### config.mk
export PLATFORM = sky130hd
export DESIGN_NAME = crc4_sat_cnt
export DESIGN_NICKNAME = d
export VERILOG_FILES = /design/src/rtl/crc4_sat_cnt.sv
export SDC_FILE = /design/constraint.sdc
export NUM_CORES = 1
export LEC_CHECK = 0
export BUFFER_PORTS_ARGS = -buffer_cell sky130_fd_sc_hd__buf_2
export CORE_MARGIN = 2
export CORE_UTILIZATION = 55
export CTS_BUF_LIST = sky130_fd_sc_hd__clkbuf_8
export DETAILED_ROUTE_END_ITERATION = 10
export GPL_TIMING_DRIVEN = 1
export PLACE_DENSITY = 0.81
export REMOVE_ABC_BUFFERS = 1
export SLEW_MARGIN = 10
export SYNTH_ARGS = -nofsm -noshare
export SYNTH_HDL_FRONTEND = slang
export SYNTH_SLANG_ARGS = --single-unit
### constraint.sdc
create_clock -name clk -period 2.25 [get_ports clk]
set_clock_uncertainty 0.15 [all_clocks]
set_input_delay 0.45 -clock clk [delete_from_list [all_inputs] [get_ports clk]]
set_output_delay 0.45 -clock clk [all_outputs]
set_load 0.005 [all_outputs]
### src/rtl/crc4_sat_cnt.sv
module crc4_sat_cnt #(
  parameter int W = 16
) (
  input  logic         clk,
  input  logic         rst_n,
  input  logic         clr,
  input  logic         inc,
  output logic [W-1:0] cnt
);

  localparam logic [W-1:0] TOP = {W{1'b1}};

  logic         at_top;
  logic [W-1:0] cnt_nxt;

  assign at_top = (cnt == TOP);

  always_comb begin
    if (clr)                  cnt_nxt = inc ? W'(1) : '0;
    else if (inc && !at_top)  cnt_nxt = cnt + W'(1);
    else                      cnt_nxt = cnt;
  end

  always_ff @(posedge clk or negedge rst_n) begin
    if (!rst_n) cnt <= '0;
    else        cnt <= cnt_nxt;
  end

  AST_CNT_STEP_ONE: assert property (@(posedge clk) disable iff (!rst_n)
    (!clr && inc && !at_top) |=> (cnt == $past(cnt) + W'(1)));
  AST_CNT_QUIET: assert property (@(posedge clk) disable iff (!rst_n)
    (!clr && !inc) |=> $stable(cnt));
  AST_NO_OVERFLOW: assert property (@(posedge clk) disable iff (!rst_n)
    (at_top && !clr) |=> (cnt == TOP));
  AST_CLR_RESULT: assert property (@(posedge clk) disable iff (!rst_n)
    clr |=> (cnt == W'($past(inc))));

endmodule

==> run_results.csv, run 1 <==
group,metric,value,unit
logic_synthesis,synthXorXnorAreaFrac,0,%
logic_synthesis,seq_area_frac_synth,45.0,%
finish,final_nets,123,
pwr,powerDensity,566,nW/um2
finish,top_regs,"cnt (16)",
logic_synthesis,synth.most_common_cell,"dfrtp_1",
logic_synthesis,ys_warn_count,0,
cts,ctsHtreeMaxLevel,1,
floorplan,fp.dieW,44.2,um
drt,ant_nets,0,
sta,setup-tns-final,0,ns
logic_synthesis,synth_area_leader_cell,"dfrtp_1",
sta,final_max_slew_viol_count,0,
pwr,finalPower,604,uW
cts,clkTransAtPathRegs,0.06,ns
logic_synthesis,ys_top_cells_by_count,"16 x dfrtp_1, 12 x nand2_1, 10 x a21oi_1",
floorplan,num_rows,14,
floorplan,core_area,1510,um2
sta,worst_slew_pin_slew,0.621,ns
logic_synthesis,synth-simple-area-share,27.8,%
placed_design,gp_congestion,0.790,
critical_path,critical_path_arrival,2.00,ns
job,drv_cap,0,
cts,cts_tree,"done",
sta,hold_violations,0,
drt,dr_wl_met2,968,um
placed_design,dp_slack,0.348,ns
drt,first_pass_iters,4,
critical_path,cp_max_fo,6,
finish,antenna_cells,0,
min_path,hp-class,"reg2reg",
drt,top_layer,"met4",
drt,wl,2.11,mm
drt,dr_total_vias,864,
cts,numCtsBuffers,3,
placed_design,dpl-instance-area,1000,um2
logic_synthesis,yosys_most_used_dff,"dfrtp_1",
sta,fmax,0.507,GHz
floorplan,die_area,1950,um2
logic_synthesis,syn_area,890,um2
logic_synthesis,syn_area_per_cell,9.36,um2
sta,setup_ws,0.276,ns
floorplan,initial_core_util,59.1,%
cts,clock_latency,0.25,ns
sta,slew_headroom,58.2,%
critical_path,start_kind,"register",
logic_synthesis,ys_async_sr_fraction,100,%
finish,post-route-cell-area,1070,um2
grt,grt_overflow_total,0,
logic_synthesis,syn_inst,95,
finish,regMostFlops,"cnt",
cts,clock_path_buffers,2,
logic_synthesis,synth-seq-cells,16,
run_status,status,"complete, no violations",
logic_synthesis,synth_top_area_share,45.0,%
logic_synthesis,yosysUniqueCellTypes,29,
cts,cts_num_sinks,16,
floorplan,ioPinCount,20,
drt,drc,0,
logic_synthesis,synthTopCellsByArea,"dfrtp_1 45%, a21oi_1 5.6%, nand2_1 5.1%",
grt,grt_pass1_wl,3.58,mm
placed_design,detailed_place_hpwl,1.44,mm
logic_synthesis,synthAdderAreaFrac,1.41,%
critical_path,critPathCaptureType,"register",
placed_design,io_buffers,19,
drt,wl_met1,971,um
pwr,cellLeakagePower,0.465,nW
drt,routed-wl-met3,104,um
drt,dr.first_iter.drc_count,22,
drt,wire_per_inst,15.9,um
drt,post_drt_via_cell_ratio,6.50,
pwr,peakVddDrop,521,uV
floorplan,die_h,44.2,um
finish,largest_reg_flops,16,
sta,min_period_over_period,87.7,%
finish,synthToLayoutAreaGrowth,20.0,%
critical_path,critical_path_class,"reg2reg",
sta,setup_viol,0,
logic_synthesis,synth_edf_count,0,
grt,grt_usage,25.2,%
sta,rsz0062_at_grt,"false",
logic_synthesis,synth-compound-area-share,18.4,%
finish,n_fill_cell,127,
cts,cts_setup_buffers,0,
cts,clockRootBuffer,"clkbuf_8",
grt,antenna_found_initial,0,
grt,grt_pass1_vias,797,
critical_path,cp.required,2.27,ns
grt,grt_max_degree,17,
sta,period_needed,1.97,ns
sta,hold_ws,0.404,ns
finish,drive_above_1_share,23.1,%
logic_synthesis,synth_top_family_by_area,"simple AND/OR/NAND/NOR gates",
logic_synthesis,synthMuxAreaShare,4.50,%
final timing paths:
| path | startpoint | slack (ns) | endpoint | cells after the start |
|---|---|---|---|---|
| setup / recovery | cnt[0] | 0.28 | cnt[12] | 5 |
| hold / removal | cnt[10] | 0.40 | cnt[10] | 1 |
| setup reg to reg | cnt[0] | 0.28 | cnt[12] | 5 |
| hold reg to reg | cnt[10] | 0.40 | cnt[10] | 1 |
| max in group asynchronous | rst_n | 1.20 | cnt[5] | 2 |
| min in group asynchronous | rst_n | 0.49 | cnt[7] | 2 |
area by class of cell:
| type | instances | area (um2) | share of cell area, % |
|---|---|---|---|
| multi-input cells | 73 | 464 | 43.5 |
| clock buffers | 4 | 55.1 | 5.16 |
| flip-flops and latches | 16 | 400 | 37.5 |
| inverters | 2 | 7.51 | 0.703 |
| repair buffers | 22 | 120 | 11.3 |
| well taps | 16 | 20.0 | 1.88 |
critical path, stage by stage (launching register included):
cell and delay [ns]:
dfrtp_1 0.44, ha_1 0.24, and3_1 0.30, nand4_1 0.21, or3_1 0.39, a21oi_1 0.17
placed cells by master, fill, tap and decap left out, types with 2 or more instances in the layout:
cell,n
clkbuf_8,4
nand2_1,12
nor3_1,2
inv_1,2
or3_1,5
buf_2,19
nand4_1,4
dfrtp_1,16
nor2_1,2
and4_1,2
nand3_1,4
a21oi_1,10
mux2i_1,4
nor4_1,3
o31ai_1,4
or4_1,4
o21ai_0,5
buf_4,2
through the flow:
stage          util (%)  cells
4_1_cts            70.8    133
3_3_place_gp       66.5    128
3_5_place_dp       66.5    128
6_report           70.8    133
2_1_floorplan         -     91
5_1_grt            70.8    133
layer usage:
metal | up-vias | GRT usage [%]
li1 | 410 | -
met1 | 415 | 33.4
met2 | 30 | 39.4
met3 | 9 | 4.90
met4 | 0 | 12.7
met5 | - | 0
where the power goes:
part           internal, mW  switching (mW)  total (mW)
Clock                 0.155          0.0978       0.253
Sequential            0.295          0.0116       0.306
Combinational        0.0185          0.0262      0.0448
logic make-up after synthesis:
kind of cell / Yosys count
buffers and inverters: 6
AO/OA/AOI/OAI: 26
multiplexers: 4
flip-flops: 16
adder cells (fa/ha/maj): 1
AND/OR/NAND/NOR: 42
repair_timing:
action / 4_1_cts / 5_1_grt
endpoints found under the hold margin: 16 / 0
resized for setup: 0 / 0
hold buffers: 1 / 0
(Power assumes the default switching activity.)
==> run 2: changes to the inputs <==
--- a/config.mk
+++ b/config.mk
@@ -12,6 +12,7 @@
 export DETAILED_ROUTE_END_ITERATION = 10
 export GPL_TIMING_DRIVEN = 1
 export PLACE_DENSITY = 0.81
+export RECOVER_POWER = 50
 export REMOVE_ABC_BUFFERS = 1
 export SLEW_MARGIN = 10
 export SYNTH_ARGS = -nofsm -noshare
==> run 2 against run 1 <==
  * Wire length up 0.24%
  * Power decreased by 0.12%
  * Design area down 0.23%
  * Flip-flop and latch count stayed put
  * Clock power about the same
  * Via count is 0.58% lower
  * Largest power group unchanged
==> run_results.csv, run 2 (synthesis gave the netlist of run 1 again) <==
group,metric,value,unit
grt,grt_usage,25.2,%
grt,grt_max_degree,17,
min_path,holdPathEnd,"cnt[10]",
finish,mostFrequentLayoutCell,"buf_2",
pwr,peakVddDrop,520,uV
drt,first_pass_iters,4,
job,drv_cap,0,
min_path,hp-class,"reg2reg",
floorplan,die_area,1950,um2
cts,cts_tree,"done",
cts,cts_resized,0,
finish,antenna_cells,0,
drt,ant_nets,0,
critical_path,cp_max_fo,6,
critical_path,reg2reg_depth,5,
sta,min_period_over_period,87.8,%
floorplan,fp.dieW,44.2,um
grt,antenna_found_initial,0,
sta,slew_headroom,43.3,%
finish,drive_above_1_share,21.4,%
floorplan,num_rows,14,
min_path,whs_path_depth,1,
sta,fmax,0.506,GHz
sta,setup_ws,0.275,ns
critical_path,cp.required,2.28,ns
pwr,finalPower,604,uW
pwr,cellLeakagePower,0.459,nW
placed_design,dp_slack,0.348,ns
cts,cts_setup_buffers,0,
cts,hold_buffers,1,
placed_design,io_buffers,19,
min_path,min_from,"cnt[10]",
critical_path,r2r_end,"cnt[12]",
cts,ctsHtreeMaxLevel,1,
critical_path,crit_path_cell_trace,"ha_1, and3_1, nand4_1, or3_1, a21oi_1",
pwr,powerDensity,567,nW/um2
finish,fin_cells,133,
finish,regMostFlops,"cnt",
floorplan,core_area,1510,um2
critical_path,critical_path_class,"reg2reg",
sta,rsz0062_at_grt,"false",
grt,grt_pass1_vias,797,
critical_path,crit_buf_inv,0,
critical_path,start_kind,"register",
placed_design,gp_congestion,0.790,
drt,dr.first_iter.drc_count,22,
drt,dr_total_vias,859,
sta,final_max_slew_viol_count,0,
floorplan,die_h,44.2,um
cts,clockRootBuffer,"clkbuf_8",
critical_path,critPathSlowestCell,"dfrtp_1",
grt,grt_pass1_wl,3.58,mm
critical_path,critPathMaxStageDelay,0.44,ns
run_status,status,"complete, no violations",
cts,clock_path_buffers,2,
floorplan,initial_core_util,59.1,%
drt,post_drt_via_cell_ratio,6.46,
grt,grt_overflow_total,0,
critical_path,r2r_slack,0.28,ns
drt,wire_per_inst,15.9,um
critical_path,critPathTopFamily,"simple AND/OR/NAND/NOR gates",
critical_path,critical_path_arrival,2.00,ns
cts,cts_num_sinks,16,
finish,largest_reg_flops,16,
sta,hold_violations,0,
sta,worst_slew_pin_slew,0.850,ns
placed_design,detailed_place_hpwl,1.44,mm
floorplan,ioPinCount,20,
cts,numCtsBuffers,3,
finish,utilization,70.7,%
sta,setup_viol,0,
finish,top_regs,"cnt (16)",
critical_path,r2r-start,"cnt[0]",
finish,synthToLayoutAreaGrowth,19.7,%
cts,clkTransAtPathRegs,0.06,ns
drt,wl,2.12,mm
finish,final_cell_mix,"17 x buf_2, 16 x dfrtp_1, 12 x nand2_1, 10 x a21oi_1",
sta,period_needed,1.97,ns
placed_design,numPlacedInstances,128,
drt,drc,0,
finish,final_nets,123,
critical_path,critPathCaptureType,"register",
cts,clock_latency,0.25,ns
sta,setup-tns-final,0,ns
[run 2: changes by cell type in the layout (fill, tap and decap cells not counted)]
| cell | change |
|---|---|
| buf_2 | -2 |
| buf_1 | +1 |
| clkbuf_1 | +1 |
[run 2: power breakdown]
part | total, mW | leakage (nW) | switching, mW | internal [mW]
clock network | 0.253 | 0.0288 | 0.0978 | 0.155
logic | 0.0438 | 0.210 | 0.0262 | 0.0176
registers | 0.307 | 0.220 | 0.0117 | 0.295
[run 2: stage by stage]
stage               area [um2]  hold WS, ns
finish                    1060        0.402
global route              1060        0.410
CTS                       1070        0.398
detailed placement        1000        0.233
global placement          1000        0.229
floorplan                  872      0.00441
[run 2: area by class of cell]
cell class	instances	area (um2)
well taps	16	20.0
clock buffers	4	55.1
multi-input cells	73	464
fillers	128	442
inverters	2	7.51
repair buffers	22	118
flip-flops and latches	16	400
[run 2: metal layers]
metal,part of all wire [%],global-route usage (%),routed length [um],vias up
li1,-,-,-,410
met1,46,33.4,964,408
met2,46,39.4,971,32
met5,0,0,0,-
met4,3.1,12.7,66,0
met3,5.3,4.90,113,9
[run 2: how the worst max path moves through the flow]
stage / startpoint / cells after the start / slack [ns] / to
2_1_floorplan: cnt[0] / 5 / 0.21 / cnt[0]
3_3_place_gp: inc / 5 / 0.38 / cnt[13]
3_5_place_dp: inc / 5 / 0.35 / cnt[13]
4_1_cts: cnt[0] / 5 / 0.30 / cnt[12]
5_1_grt: cnt[0] / 5 / 0.17 / cnt[12]
6_report: cnt[0] / 5 / 0.28 / cnt[12]
[run 2: worst reg2reg max path: stages (launching register included)]
cell     delay [ns]
dfrtp_1        0.44
ha_1           0.24
and3_1         0.30
nand4_1        0.22
or3_1          0.39
a21oi_1        0.17
==> run 3: changes to the inputs <==
--- a/config.mk
+++ b/config.mk
@@ -7,11 +7,11 @@
 export LEC_CHECK = 0
 export BUFFER_PORTS_ARGS = -buffer_cell sky130_fd_sc_hd__buf_2
 export CORE_MARGIN = 2
-export CORE_UTILIZATION = 55
+export CORE_UTILIZATION = 59
 export CTS_BUF_LIST = sky130_fd_sc_hd__clkbuf_8
 export DETAILED_ROUTE_END_ITERATION = 10
 export GPL_TIMING_DRIVEN = 1
-export PLACE_DENSITY = 0.81
+export PLACE_DENSITY = 0.86
 export RECOVER_POWER = 50
 export REMOVE_ABC_BUFFERS = 1
 export SLEW_MARGIN = 10
==> constraint.sdc (replaced) <==
create_clock -name clk -period 2.4 [get_ports clk]
set_clock_uncertainty 0.15 [all_clocks]
set_input_delay 0.48 -clock clk [delete_from_list [all_inputs] [get_ports clk]]
set_output_delay 0.48 -clock clk [all_outputs]
set_load 0.005 [all_outputs]
==> run 3 against run 2 <==
  * Critical path type unchanged
  * Critical endpoint is now cnt[11]
  * Setup slack better by 0.22 ns
  * Clock-buffer cell count is 1 lower
  * Sequential share of layout area is 0.72 points higher
  * Power is 12% lower
==> run_results.csv, run 3 (synthesis gave the netlist of run 1 again) <==
group,metric,value,unit
run_status,status,"complete, no violations",
grt,grt_overflow_total,0,
grt,grt_usage,23.1,%
finish,top_regs,"cnt (16)",
grt,grt_max_degree,17,
cts,clkTransAtPathRegs,0.06,ns
sta,fmax,0.526,GHz
floorplan,initial_core_util,61.2,%
drt,wl,1.96,mm
placed_design,detailed_place_hpwl,1.39,mm
grt,grt_pass1_wl,3.06,mm
critical_path,critical_path_arrival,1.93,ns
floorplan,ioPinCount,20,
pwr,finalPower,529,uW
sta,slew_headroom,42.6,%
sta,min_period_over_period,79.2,%
finish,post-route-cell-area,1040,um2
critical_path,critPathMaxStageDelay,0.50,ns
floorplan,fp.dieW,42.8,um
pwr,cellLeakagePower,0.450,nW
cts,ctsHtreeMaxLevel,1,
drt,ant_nets,0,
min_path,hp-class,"reg2reg",
sta,worst_slew_pin_slew,0.860,ns
sta,final_max_slew_viol_count,0,
finish,synthToLayoutAreaGrowth,17.4,%
critical_path,critPathCaptureType,"register",
cts,clock_latency,0.25,ns
drt,dr.first_iter.drc_count,32,
pwr,peakVddDrop,457,uV
cts,cts_num_sinks,16,
sta,setup_viol,0,
finish,largest_reg_flops,16,
sta,hold_ws,0.378,ns
cts,cts_resized,0,
grt,antenna_found_initial,0,
drt,post_drt_via_cell_ratio,6.47,
placed_design,io_buffers,19,
sta,period_needed,1.90,ns
critical_path,start_kind,"register",
critical_path,cp_max_fo,10,
drt,drc,0,
floorplan,die_h,42.8,um
finish,regMostFlops,"cnt",
placed_design,gp_congestion,0.801,
finish,n_fill_cell,118,
drt,first_pass_iters,4,
critical_path,critPathTopFamily,"simple AND/OR/NAND/NOR gates",
sta,setup-tns-final,0,ns
critical_path,crit_path_cell_trace,"ha_1, nand3_1, nor4_1, buf_4, or4_1, a21oi_1",
floorplan,core_area,1450,um2
drt,wire_per_inst,14.9,um
placed_design,dpl-instance-area,995,um2
cts,cts_tree,"done",
grt,grt_pass1_vias,707,
cts,numCtsBuffers,3,
job,drv_cap,0,
finish,mostFrequentLayoutCell,"buf_2",
floorplan,num_rows,14,
critical_path,crit_buf_inv,1,
placed_design,numPlacedInstances,127,
cts,clock_path_buffers,2,
finish,drive_above_1_share,20.9,%
finish,antenna_cells,0,
finish,fin_cells,131,
cts,clockRootBuffer,"clkbuf_8",
critical_path,critPathSlowestCell,"or4_1",
critical_path,critical_path_class,"reg2reg",
sta,hold_violations,0,
floorplan,die_area,1830,um2
finish,final_nets,122,
finish,final_cell_mix,"18 x buf_2, 16 x dfrtp_1, 12 x nand2_1, 10 x a21oi_1",
drt,dr_total_vias,847,
critical_path,cp.required,2.43,ns
pwr,powerDensity,506,nW/um2
sta,rsz0062_at_grt,"false",
-- run 3: changes by cell type in the layout (fill, tap and decap cells not counted), sizes merged --
cell and change:
buf -1, clkbuf -1
-- run 3: routing by layer --
metal | track usage (%) | part of all wire, % | vias to the layer above
li1 | - | - | 410
met1 | 29.3 | 43 | 402
met2 | 37.0 | 49 | 31
met3 | 3.83 | 6.1 | 4
met4 | 13.1 | 2.1 | 0
met5 | 0 | 0 | -
-- run 3: area by class of cell --
cell class                      instances  area, um2  share of cell area, %
Inverter                                2       7.51                  0.719
Clock buffer                            3       41.3                   3.95
Multi-Input combinational cell         73        464                   44.4
Timing Repair Buffer                   21        111                   10.7
Tap cell                               16       20.0                   1.92
Sequential cell                        16        400                   38.3
-- run 3: per-stage QoR --
step / worst slack, ns / utilization, %
after CTS: 0.492 / 71.9
after detailed placement: 0.493 / 68.4
final: 0.500 / 71.9
after global routing: 0.316 / 71.9
after floorplan: 0.364 / -
after global placement: 0.533 / 68.4
-- run 3: what timing repair did --
item / CTS / global route
hold buffers: 1 / 0
hold endpoints to repair: 16 / 0
buffers inserted: 0 / 0
-- run 3: path summary, 6_finish.rpt --
| path | startpoint | endpoint | slack (ns) | depth (start not counted) |
|---|---|---|---|---|
| hold reg to reg | cnt[10] | cnt[10] | 0.38 | 1 |
| hold / removal | cnt[10] | cnt[10] | 0.38 | 1 |
| min in group asynchronous | rst_n | cnt[7] | 0.71 | 2 |
| setup reg to reg | cnt[0] | cnt[11] | 0.50 | 6 |
| setup / recovery | cnt[0] | cnt[11] | 0.50 | 6 |
| max in group asynchronous | rst_n | cnt[4] | 0.86 | 2 |
-- run 3: power breakdown --
group          switching, mW  internal, mW
Combinational         0.0244        0.0171
Sequential            0.0115         0.276
Clock                 0.0881         0.111
-- run 3: worst reg2reg max path, cell delays in order, from the launching register on --
cell and delay [ns]:
dfrtp_1 0.44, ha_1 0.27, nand3_1 0.09, nor4_1 0.06, buf_4 0.17, or4_1 0.50, a21oi_1 0.15
